<file path="src/rtl/i2cs_pkg.sv">
package i2cs_pkg;
    typedef enum logic [1:0] {
        ST_IDLE  = 2'd0,
        ST_HOLD1 = 2'd1,
        ST_HOLD2 = 2'd2,
        ST_HELD  = 2'd3
    } seq_st_e;

    localparam logic [1:0] SEL_BUF  = 2'd0;
    localparam logic [1:0] SEL_CTRL = 2'd1;
    localparam logic [1:0] SEL_FLAG = 2'd2;

    localparam int FLG_IRQ  = 0;
    localparam int FLG_BCOL = 1;
    localparam int FLG_WCOL = 2;
endpackage

</file>
<file path="src/rtl/i2cs_sync.sv">
module i2cs_sync #(
    parameter int          WIDTH   = 2,
    parameter int          STAGES  = 2,
    parameter logic        RST_VAL = 1'b1
) (
    input  logic             clk,
    input  logic             rst_n,
    input  logic [WIDTH-1:0] d_i,
    output logic [WIDTH-1:0] q_o
);
    logic [WIDTH-1:0] stg_q [STAGES];

    for (genvar s = 0; s < STAGES; s++) begin : g_stage
        always_ff @(posedge clk or negedge rst_n) begin
            if (!rst_n) begin
                stg_q[s] <= {WIDTH{RST_VAL}};
            end else if (s == 0) begin
                stg_q[s] <= d_i;
            end else begin
                stg_q[s] <= stg_q[(s == 0) ? 0 : s - 1];
            end
        end
    end

    assign q_o = stg_q[STAGES-1];
endmodule

</file>
<file path="src/rtl/i2cs_brg.sv">
module i2cs_brg #(
    parameter int RLD_W = 7
) (
    input  logic             clk,
    input  logic             rst_n,
    input  logic             load_i,
    input  logic             run_i,
    input  logic [RLD_W-1:0] rld_i,
    output logic             tick_o
);
    localparam logic [RLD_W-1:0] ONE = RLD_W'(1);

    logic [RLD_W-1:0] cnt_d, cnt_q;

    always_comb begin
        cnt_d = cnt_q;
        if (load_i) begin
            cnt_d = (rld_i == '0) ? ONE : rld_i;
        end else if (run_i && cnt_q > ONE) begin
            cnt_d = cnt_q - ONE;
        end
    end

    always_ff @(posedge clk or negedge rst_n) begin
        if (!rst_n) cnt_q <= ONE;
        else        cnt_q <= cnt_d;
    end

    assign tick_o = run_i && (cnt_q == ONE);
endmodule

</file>
<file path="src/rtl/i2c_start_seq.sv">
module i2c_start_seq
    import i2cs_pkg::*;
#(
    parameter int RLD_W  = 7,
    parameter int DATA_W = 8,
    parameter int SYNC_N = 2
) (
    input  logic              clk,
    input  logic              rst_n,
    input  logic              wr_en,
    input  logic [1:0]        wr_sel,
    input  logic [DATA_W-1:0] wr_data,
    input  logic [RLD_W-1:0]  rld_val,
    input  logic              sda_i,
    input  logic              scl_i,
    output logic              sda_drive_low,
    output logic              scl_drive_low,
    output logic [DATA_W-1:0] buf_q,
    output logic [4:0]        ctrl_q,
    output logic              start_seen,
    output logic              irq_flag,
    output logic              bcol_flag,
    output logic              wcol_flag
);
    typedef struct packed {
        seq_st_e           st;
        logic              start_en;
        logic [3:0]        ctrl_hi;
        logic [DATA_W-1:0] dbuf;
        logic              seen;
        logic              irq;
        logic              bcol;
        logic              wcol;
    } seq_regs_t;

    seq_regs_t r_d, r_q;

    logic [1:0] line_s;
    logic       sda_s, scl_s;
    logic       brg_load, brg_run, brg_tick;
    logic       wr_buf, wr_ctrl, wr_flag;

    i2cs_sync #(
        .WIDTH   (2),
        .STAGES  (SYNC_N),
        .RST_VAL (1'b1)
    ) u_sync (
        .clk   (clk),
        .rst_n (rst_n),
        .d_i   ({sda_i, scl_i}),
        .q_o   (line_s)
    );

    assign sda_s = line_s[1];
    assign scl_s = line_s[0];

    i2cs_brg #(
        .RLD_W (RLD_W)
    ) u_brg (
        .clk    (clk),
        .rst_n  (rst_n),
        .load_i (brg_load),
        .run_i  (brg_run),
        .rld_i  (rld_val),
        .tick_o (brg_tick)
    );

    assign wr_buf  = wr_en && (wr_sel == SEL_BUF);
    assign wr_ctrl = wr_en && (wr_sel == SEL_CTRL);
    assign wr_flag = wr_en && (wr_sel == SEL_FLAG);
    assign brg_run = (r_q.st == ST_HOLD1) || (r_q.st == ST_HOLD2);

    always_comb begin
        r_d      = r_q;
        brg_load = 1'b0;

        // software clears flags first so a same-cycle set wins
        if (wr_flag) begin
            r_d.irq  = r_q.irq  & wr_data[FLG_IRQ];
            r_d.bcol = r_q.bcol & wr_data[FLG_BCOL];
            r_d.wcol = r_q.wcol & wr_data[FLG_WCOL];
        end

        // control bits locked while a START runs (no command queue)
        if (wr_ctrl && !r_q.start_en) begin
            r_d.ctrl_hi = wr_data[4:1];
        end

        if (wr_buf) begin
            if (r_q.start_en) r_d.wcol = 1'b1;
            else              r_d.dbuf = wr_data;
        end

        unique case (r_q.st)
            ST_IDLE: begin
                if (wr_ctrl && wr_data[0]) begin
                    if (sda_s && scl_s) begin
                        r_d.st       = ST_HOLD1;
                        r_d.start_en = 1'b1;
                        brg_load     = 1'b1;
                    end else begin
                        r_d.bcol = 1'b1;
                    end
                end
            end
            ST_HOLD1: begin
                if (!scl_s || (brg_tick && !sda_s)) begin
                    r_d.bcol     = 1'b1;
                    r_d.start_en = 1'b0;
                    r_d.st       = ST_IDLE;
                end else if (brg_tick) begin
                    r_d.st   = ST_HOLD2;
                    r_d.seen = 1'b1;
                    brg_load = 1'b1;
                end
            end
            ST_HOLD2: begin
                if (brg_tick) begin
                    r_d.st       = ST_HELD;
                    r_d.start_en = 1'b0;
                    r_d.irq      = 1'b1;
                end
            end
            default: begin
                r_d.st = ST_HELD;
            end
        endcase
    end

    always_ff @(posedge clk or negedge rst_n) begin
        if (!rst_n) begin
            r_q <= '{st: ST_IDLE, start_en: 1'b0, ctrl_hi: '0, dbuf: '0,
                     seen: 1'b0, irq: 1'b0, bcol: 1'b0, wcol: 1'b0};
        end else begin
            r_q <= r_d;
        end
    end

    assign sda_drive_low = (r_q.st == ST_HOLD2) || (r_q.st == ST_HELD);
    assign scl_drive_low = 1'b0;
    assign buf_q         = r_q.dbuf;
    assign ctrl_q        = {r_q.ctrl_hi, r_q.start_en};
    assign start_seen    = r_q.seen;
    assign irq_flag      = r_q.irq;
    assign bcol_flag     = r_q.bcol;
    assign wcol_flag     = r_q.wcol;
endmodule

</file>
<file path="config.mk">
export PLATFORM = sky130hd
export DESIGN_NAME = i2c_start_seq
export DESIGN_NICKNAME = d
export VERILOG_FILES = /design/src/rtl/i2cs_pkg.sv /design/src/rtl/i2cs_sync.sv /design/src/rtl/i2cs_brg.sv /design/src/rtl/i2c_start_seq.sv
export SDC_FILE = /design/constraint.sdc
export NUM_CORES = 1
export LEC_CHECK = 0
export ABC_AREA = 1
export ABC_CLOCK_PERIOD_IN_PS = 3400
export CAP_MARGIN = 5
export CORE_UTILIZATION = 45
export CTS_CLUSTER_SIZE = 30
export DETAILED_ROUTE_END_ITERATION = 16
export GPL_ROUTABILITY_DRIVEN = 1
export HOLD_SLACK_MARGIN = 0.08
export PLACE_DENSITY = 0.71
export SYNTH_ARGS = -nofsm -noshare
export SYNTH_HDL_FRONTEND = slang
export SYNTH_HIERARCHICAL = 1
export SYNTH_SLANG_ARGS = --single-unit
</file>
<file path="constraint.sdc">
create_clock -name clk -period 3.4 [get_ports clk]
set_input_delay 1.02 -clock clk [delete_from_list [all_inputs] [get_ports clk]]
set_output_delay 1.02 -clock clk [all_outputs]
set_load 0.02 [all_outputs]
</file>
==> results of run 1 <==
==> cell type report <==
cell class | instances | area share, %
Clock buffer | 7 | 3.93
Clock inverter | 1 | 0.228
Inverter | 28 | 4.78
Multi-Input combinational cell | 150 | 35.4
Sequential cell | 30 | 34.5
Tap cell | 48 | 2.73
Timing Repair Buffer | 41 | 18.5
==> routing by layer <==
layer / wire, um / vias to the layer above
met5: 0 / -
met4: 57 / 0
met3: 198 / 6
met2: 1500 / 43
met1: 1580 / 649
li1: - / 748
==> registers in the layout (all words and copies together) (netlist names) <==
name / cells
buf_q: 8
u_brg/cnt_q: 7
ctrl_q: 5
r_q: 2
u_sync/q_o: 2
u_sync/stg_q: 2
bcol_flag: 1
irq_flag: 1
start_seen: 1
wcol_flag: 1
==> power groups by stage <==
stage / Combinational (uW) / Clock (uW) / Sequential, uW
2_1_floorplan: 818 / 0 / 654
3_3_place_gp: 1080 / 0 / 649
3_5_place_dp: 1100 / 0 / 652
4_1_cts: 1100 / 301 / 648
5_1_grt: 1240 / 320 / 670
6_report: 1090 / 293 / 647
==> cell families (layout without fill, tap and decap cells) <==
family / count (synthesis) / count (layout) / synth area share, %
and+or+nand+nor: 120 / 120 / 30.8
buffers and inverters: 47 / 77 / 14.0
DFF: 30 / 30 / 42.4
AOI/OAI and AO/OA: 21 / 21 / 7.01
adders and majority gates: 8 / 8 / 5.61
other: 1 / 1 / 0.210
==> cell usage in the layout, fill, tap and decap left out <==
cell type        synthesis  layout
nor3b_4                  1       1
clkinv_2                 0       1
nand4_2                  1       1
nor2_1                  12      12
buf_4                   17       2
dfrtp_1                 25      25
a21oi_1                  2       2
nand4_1                  2       2
a22oi_1                  1       1
inv_1                   26      26
o21bai_1                 1       1
nand3_1                 24      24
nand3b_1                 1       1
o21ai_0                 13      13
nand2_1                 71      71
conb_1                   1       1
clkdlybuf4s50_1          0      39
nand2_4                  1       1
nand3_4                  1       1
dfstp_2                  5       5
o21ai_2                  4       4
or2_2                    1       1
clkbuf_8                 0       6
nand2_2                  3       3
ha_1                     8       8
nor2_2                   2       2
clkbuf_1                 0       1
inv_2                    2       2
==> critical path: stages, from the launching register on <==
cell	delay, ns
dfrtp_1	0.44
inv_1	0.09
ha_1	0.24
or2_2	0.28
clkdlybuf4s50_1	0.53
==> final timing paths <==
| kind | start | to | slack, ns |
|---|---|---|---|
| max | r_q[17]$_DFFE_PN0P_ | sda_drive_low | 0.51 |
| min | u_sync/stg_q[3]$_DFF_PN1_ | u_sync/q_o[1]$_DFF_PN1_ | 0.36 |
| max reg2reg | r_q[17]$_DFFE_PN0P_ | u_brg/cnt_q[6]$_DFFE_PN0P_ | 1.26 |
| min reg2reg | u_sync/stg_q[3]$_DFF_PN1_ | u_sync/q_o[1]$_DFF_PN1_ | 0.36 |
| max in group asynchronous | rst_n | u_sync/stg_q[2]$_DFF_PN1_ | 1.95 |
| min in group asynchronous | rst_n | buf_q[3]$_DFFE_PN0P_ | 1.13 |
==> through the flow <==
| stage | std cells | hold slack (ns) | util (%) | power [uW] |
|---|---|---|---|---|
| 2_1_floorplan | 227 | 0.345 | - | 1470 |
| 3_3_place_gp | 297 | 0.346 | 56.3 | 1730 |
| 3_5_place_dp | 297 | 0.347 | 56.3 | 1750 |
| 4_1_cts | 305 | 0.356 | 58.7 | 2050 |
| 5_1_grt | 305 | 0.359 | 58.7 | 2230 |
| 6_report | 305 | 0.356 | 58.7 | 2030 |
==> metrics.md, run 1 <==
| Metric | Value |
|---|---|
| H-tree depth | 2 |
| Final worst-path cycle share | 84.9% |
| RePlAce Congestion | between 0.8 and 0.9 |
| Final setup fails | 0 |
| Cell with the most instances after synthesis | nand2_1 |
| Number of synthesized flops with an enable pin | 0 |
| Final Instance Area | approximately 2200 um^2 |
| Area delta synth->final | 23.1% |
| CP arrival | roughly 1.9 ns |
| Cell Area, Placed | between 2000 and 2500 um^2 |
| Die ar. | 4220 um^2 |
| Area of the multi-input gates | a little under 800 um^2 |
| Post-synthesis cell count | about 230 |
| CP Class | register to output pin |
| Worst Setup Start Kind | register |
| Cell taking the most area after synthesis | dfrtp_1 |
| HPWL after DPL | between 2 and 2.5 mm |
| Power share of the clock group | ~14% |
| Async S/R FF share, synth | 100% |
| Setup bufs post-CTS | 0 |
| Clock Tree Buf Depth | 2 |
| CTS tree | built |
| Fill count | 362 |
| Hold Path Depth | 0 |
| Die height | 65.0 um |
| Library cells used by synthesis | 26 |
| Post-DRT Antenna Nets | 0 |
| Cell count of the worst reg-to-reg path | 10 |
| Global Route met1 Usage | around a quarter |
| Final Hold Viols | 0 |
| Pint | about 1200 uW |
| DRT iter0 DRCs | 93 |
| First-pass GRT wire length | just under 6 mm |
| Fin Setup TNS | 0 ns |
| Area contributors post-synth | dfrtp_1 35%, nand2_1 15%, dfstp_2 7.4%, buf_4 7.2%, nand3_1 6.7% |
| Clk sinks | 30 |
| Root Driver | clkbuf_8 |
| Share of cells above drive strength 1 | a little under an eighth |
| Worst IR Drop VDD | 0.392 mV |
| Synth cell count leaders | 71 x nand2_1, 26 x inv_1, 25 x dfrtp_1 |
| Final WS setup | ~0.5 ns |
| Tmin final | 2.89 ns |
| Fmax | between 300 and 400 MHz |
| Core ar. | 3740 um^2 |
| Vias per inst | about 4.7 |
| Post-CTS sizing | 0 |
| Dpl ws | 0.544 ns |
| Worst-path fanout max | 6 |
| Most used routing layer | met2 |
| Clk_skew | ~0.0045 ns |
| Wire per inst | 10.9 um |
| Main synth FF type | dfrtp_1 |
| Vias in the first global route | roughly 1.3k |
| Logic pwr share | a little over half |
| MaxCap Viol Count | 0 |
| Overall routed net length | ~3.3 mm |
| Sw Pwr | around 870 uW |
| Row count | 22 |
| Grt total ovfl | 0 |
| Final nets | between 200 and 300 |
| Pre-antenna DRT Iters | 4 |
| Vias after detailed routing | about 1.4k |
| Reg clk slew, reported paths | approximately 0.060 ns |
| I/O Buffers | 39 |
| Part of the power in registers | a little under a third |
| Data required, critical path | 2.38 ns |
| Mapped cell area | about 1800 um^2 |
| CP Capture Type | output pin |
| Initial core utilization | 47.7% |
| Leak Pwr | approximately 0.0011 uW |
| Synthesis-stage register bit count | 30 |
| Worst-skew pair later-pin latency | 0.28 ns |
| RSZ-0062 raised after global routing | false |
| Largest net degree at the start of global routing | 31 |
| Post-Syn Area per Cell | 7.86 um^2 |
| Total GRT Usage | a little under a fifth |
| Hold Path Class | register to register |
| Hold bufs inserted after CTS | 0 |
| Die width | 65.0 um |
| Syn_nets | around 260 |
| Yosys top cell area share | 35.1% |
| Met2 usage | around 30% |
| Met3 Use GR | 5.46% |
| Switching Share | a little over two fifths |
| Yosys synthesis warning count | 6 |
| IO Pins | 41 |
| Power Density | around 920 nW/um^2 |
| Register area share after synthesis | roughly 42% |
| Pins over their slew limit | 0 |
| Cts bufs inserted | 5 |
| Antenna violations before repair | 0 |
| Status | complete, no violations |
| Register Area | 757 um^2 |
| N_diodes | 0 |
| DRC viols | 0 |
Power figures use the tool's default switching activity.
==> inputs of run 2 (changes only) <==
--- a/config.mk
+++ b/config.mk
@@ -6,14 +6,14 @@
 export NUM_CORES = 1
 export LEC_CHECK = 0
 export ABC_AREA = 1
-export ABC_CLOCK_PERIOD_IN_PS = 3400
+export ABC_CLOCK_PERIOD_IN_PS = 2400
 export CAP_MARGIN = 5
 export CORE_UTILIZATION = 45
 export CTS_CLUSTER_SIZE = 30
 export DETAILED_ROUTE_END_ITERATION = 16
 export GPL_ROUTABILITY_DRIVEN = 1
 export HOLD_SLACK_MARGIN = 0.08
-export PLACE_DENSITY = 0.71
+export PLACE_DENSITY = 0.74
 export SYNTH_ARGS = -nofsm -noshare
 export SYNTH_HDL_FRONTEND = slang
 export SYNTH_HIERARCHICAL = 1
==> constraint.sdc (replaced) <==
create_clock -name clk -period 2.4 [get_ports clk]
set_input_delay 0.72 -clock clk [delete_from_list [all_inputs] [get_ports clk]]
set_output_delay 0.72 -clock clk [all_outputs]
set_load 0.02 [all_outputs]
==> run 2 against run 1 <==
Against the previous run: core utilization up 0.80 points; combinational power rose by 40%; power rose by 41%; sequential cell count stayed put; wire length down 0.96%; worst hold slack is essentially flat; die area unchanged; first-iteration DRC count is 35% lower; largest power group unchanged; via count rose by 1.2%; setup slack lost 0.43 ns; sequential share of layout area fell by 0.41 points.
==> metrics.md, run 2 (synthesis gave the netlist of run 1 again) <==
| Metric | Value |
|---|---|
| CTS tree | built (unchanged) |
| Largest register FFs | 8 (unchanged) |
| N_diodes | 0 (unchanged) |
| Power Density | 1290 nW/um^2 (was 923 nW/um^2) |
| Hold bufs inserted after CTS | 0 (unchanged) |
| Status | complete, no violations (unchanged) |
| Met1 Routed Length | 1.58 mm (unchanged) |
| Pre-antenna DRT Iters | 4 (unchanged) |
| WHS | 0.356 ns (about the same) |
| Die width | 65.0 um (unchanged) |
| Final worst-path cycle share | ~97% |
| Grt total ovfl | 0 (unchanged) |
| Wire per inst | 10.7 um (was 10.9 um) |
| DRC viols | 0 (unchanged) |
| Core ar. | 3740 um^2 (unchanged) |
| I/O Buffers | 39 (unchanged) |
| Final Hold Viols | 0 (unchanged) |
| CP Class | register to output pin (unchanged) |
| Die ar. | 4220 um^2 (unchanged) |
| First-pass GRT wire length | 5.89 mm (was 5.91 mm) |
| Initial core utilization | 47.7% (unchanged) |
| Cell count of the worst reg-to-reg path | 11 (was 10) |
| Data required, critical path | 1.68 ns (was 2.38 ns) |
| Clock Tree Buf Depth | 2 (unchanged) |
| Worst-skew pair later-pin latency | 0.28 ns (about the same) |
| Share of cells above drive strength 1 | 13.4% (was 11.7%) |
| Row count | 22 (unchanged) |
| Clk_skew | 0.00272 ns (was 0.00452 ns) |
| Total GRT Usage | 18.3% (was 18.7%) |
| Fmax | approximately 430 MHz |
| Fill count | 368 (was 362) |
| Worst IR Drop VDD | 0.579 mV (was 0.392 mV) |
| Final setup fails | 0 (unchanged) |
| Antenna violations before repair | 0 (unchanged) |
| Leak Pwr | 0.00113 uW (was 0.00111 uW) |
| IO Pins | 41 (unchanged) |
| Hold Path Class | register to register (unchanged) |
| Finished Core Util | 59.5% (was 58.7%) |
| Post-DRT Antenna Nets | 0 (unchanged) |
| CP Capture Type | output pin (unchanged) |
| Commonest cells after routing, fill and taps aside | 71 x nand2_1, 38 x clkdlybuf4s50_1, 26 x inv_1 (was 71 x nand2_1, 39 x clkdlybuf4s50_1, 26 x inv_1) |
| Vias per inst | 4.73 (was 4.74) |
| H-tree depth | 2 (unchanged) |
| Critical R2R Launch | r_q[18]$_DFFE_PN0P_ (was r_q[17]$_DFFE_PN0P_) |
| Final nets | 290 (was 286) |
| Die height | 65.0 um (unchanged) |
| Final non-filler cell total | 309 (was 305) |
| RSZ-0062 raised after global routing | false (unchanged) |
| Overall routed net length | 3.30 mm (was 3.34 mm) |
| Largest net degree at the start of global routing | 31 (unchanged) |
| CP arrival | 1.60 ns (was 1.87 ns) |
| Detailed route wirelength on metal2 | 1.43 mm (was 1.50 mm) |
| Worst-path fanout max | 6 (unchanged) |
| Cts bufs inserted | 5 (unchanged) |
| DRT iter0 DRCs | 60 (was 93) |
| Clk sinks | 30 (unchanged) |
| R2R Path End | u_brg/cnt_q[2]$_DFFE_PN0P_ (was u_brg/cnt_q[6]$_DFFE_PN0P_) |
| Reg clk slew, reported paths | 0.06 ns (about the same) |
| Top sig layer | met4 (unchanged) |
| Area delta synth->final | 24.8% (was 23.1%) |
| Fin Setup TNS | 0 ns (unchanged) |
| Most common cell after layout, fill and taps aside | nand2_1 (unchanged) |
| Worst Setup Start Kind | register (unchanged) |
| Root Driver | clkbuf_8 (unchanged) |
| R2R Setup Slk | 0.29 ns (was 1.26 ns) |
| CP Launch Point | r_q[17]$_DFFE_PN0P_ (unchanged) |
| Pins over their slew limit | 0 (unchanged) |
| Tmin final | 2.32 ns |
| HPWL after DPL | 2.46 mm (was 2.48 mm) |
| RePlAce Congestion | 0.818 (was 0.823) |
| DP Cell Count | 301 (was 297) |
| Worst setup endpoint | sda_drive_low (unchanged) |
| Vias in the first global route | 1372 (was 1323) |
| Vias after detailed routing | 1463 (was 1446) |
| Met3 Routed Length | 228 um (was 198 um) |
| MaxCap Viol Count | 0 (unchanged) |
[run 2: changes by cell type in the layout (fill, tap and decap cells not counted)]
cell,change
buf_4,+4
clkdlybuf4s50_1,-1
dfrtp_1,-1
dfrtp_2,+1
dlygate4sd2_1,+1
[run 2: through the flow]
step	setup WS, ns	power (uW)	cell area (um^2)
finish	0.0816	2870	2230
global route	0.0162	3140	2230
CTS	0.0120	2900	2230
detailed placement	-0.0748	2480	2140
global placement	-0.00319	2450	2140
floorplan	0.387	2090	1780
[run 2: final cells by class]
type | instances | area, um^2 | area share (%)
clock inverters | 1 | 5.00 | 0.225
flip-flops and latches | 30 | 758 | 34.0
repair buffers | 45 | 434 | 19.5
inverters | 28 | 105 | 4.72
well taps | 48 | 60.1 | 2.70
clock buffers | 7 | 86.3 | 3.88
multi-input cells | 150 | 778 | 34.9
[run 2: critical path, stage by stage, from the launching register on]
cell	delay, ns
dfrtp_2	0.41
inv_1	0.08
ha_1	0.24
or2_2	0.28
dlygate4sd2_1	0.32
[run 2: metal layers]
metal | GRT usage [%] | vias up
met5 | 0 | -
met4 | 7.50 | 0
met3 | 5.81 | 8
met2 | 28.8 | 46
met1 | 23.1 | 649
li1 | - | 760
[run 2: how the worst min path moves through the flow]
stage | from | end | slack [ns] | cells after the start
2_1_floorplan | u_sync/stg_q[2]$_DFF_PN1_ | u_sync/q_o[0]$_DFF_PN1_ | 0.35 | 0
3_3_place_gp | u_sync/stg_q[2]$_DFF_PN1_ | u_sync/q_o[0]$_DFF_PN1_ | 0.35 | 0
3_5_place_dp | u_sync/stg_q[3]$_DFF_PN1_ | u_sync/q_o[1]$_DFF_PN1_ | 0.35 | 0
4_1_cts | u_sync/stg_q[3]$_DFF_PN1_ | u_sync/q_o[1]$_DFF_PN1_ | 0.36 | 0
5_1_grt | u_sync/stg_q[3]$_DFF_PN1_ | u_sync/q_o[1]$_DFF_PN1_ | 0.36 | 0
6_report | u_sync/stg_q[3]$_DFF_PN1_ | u_sync/q_o[1]$_DFF_PN1_ | 0.36 | 0
[run 2: timing repair]
| action | 4_1_cts | 5_1_grt |
|---|---|---|
| endpoints found under the setup margin | 1 | 1 |
| endpoints found under the hold margin | 0 | 0 |
| gates cloned | 0 | 0 |
| gates resized for setup | 1 | 1 |
| setup buffers | 0 | 0 |
[run 2: power breakdown]
part           total [uW]  switching [uW]  leakage [uW]  internal (uW)
registers             917             173      0.000361            744
clock network         415             184     0.0000482            231
logic                1530             874      0.000718            660
total                2870            1230       0.00113           1640
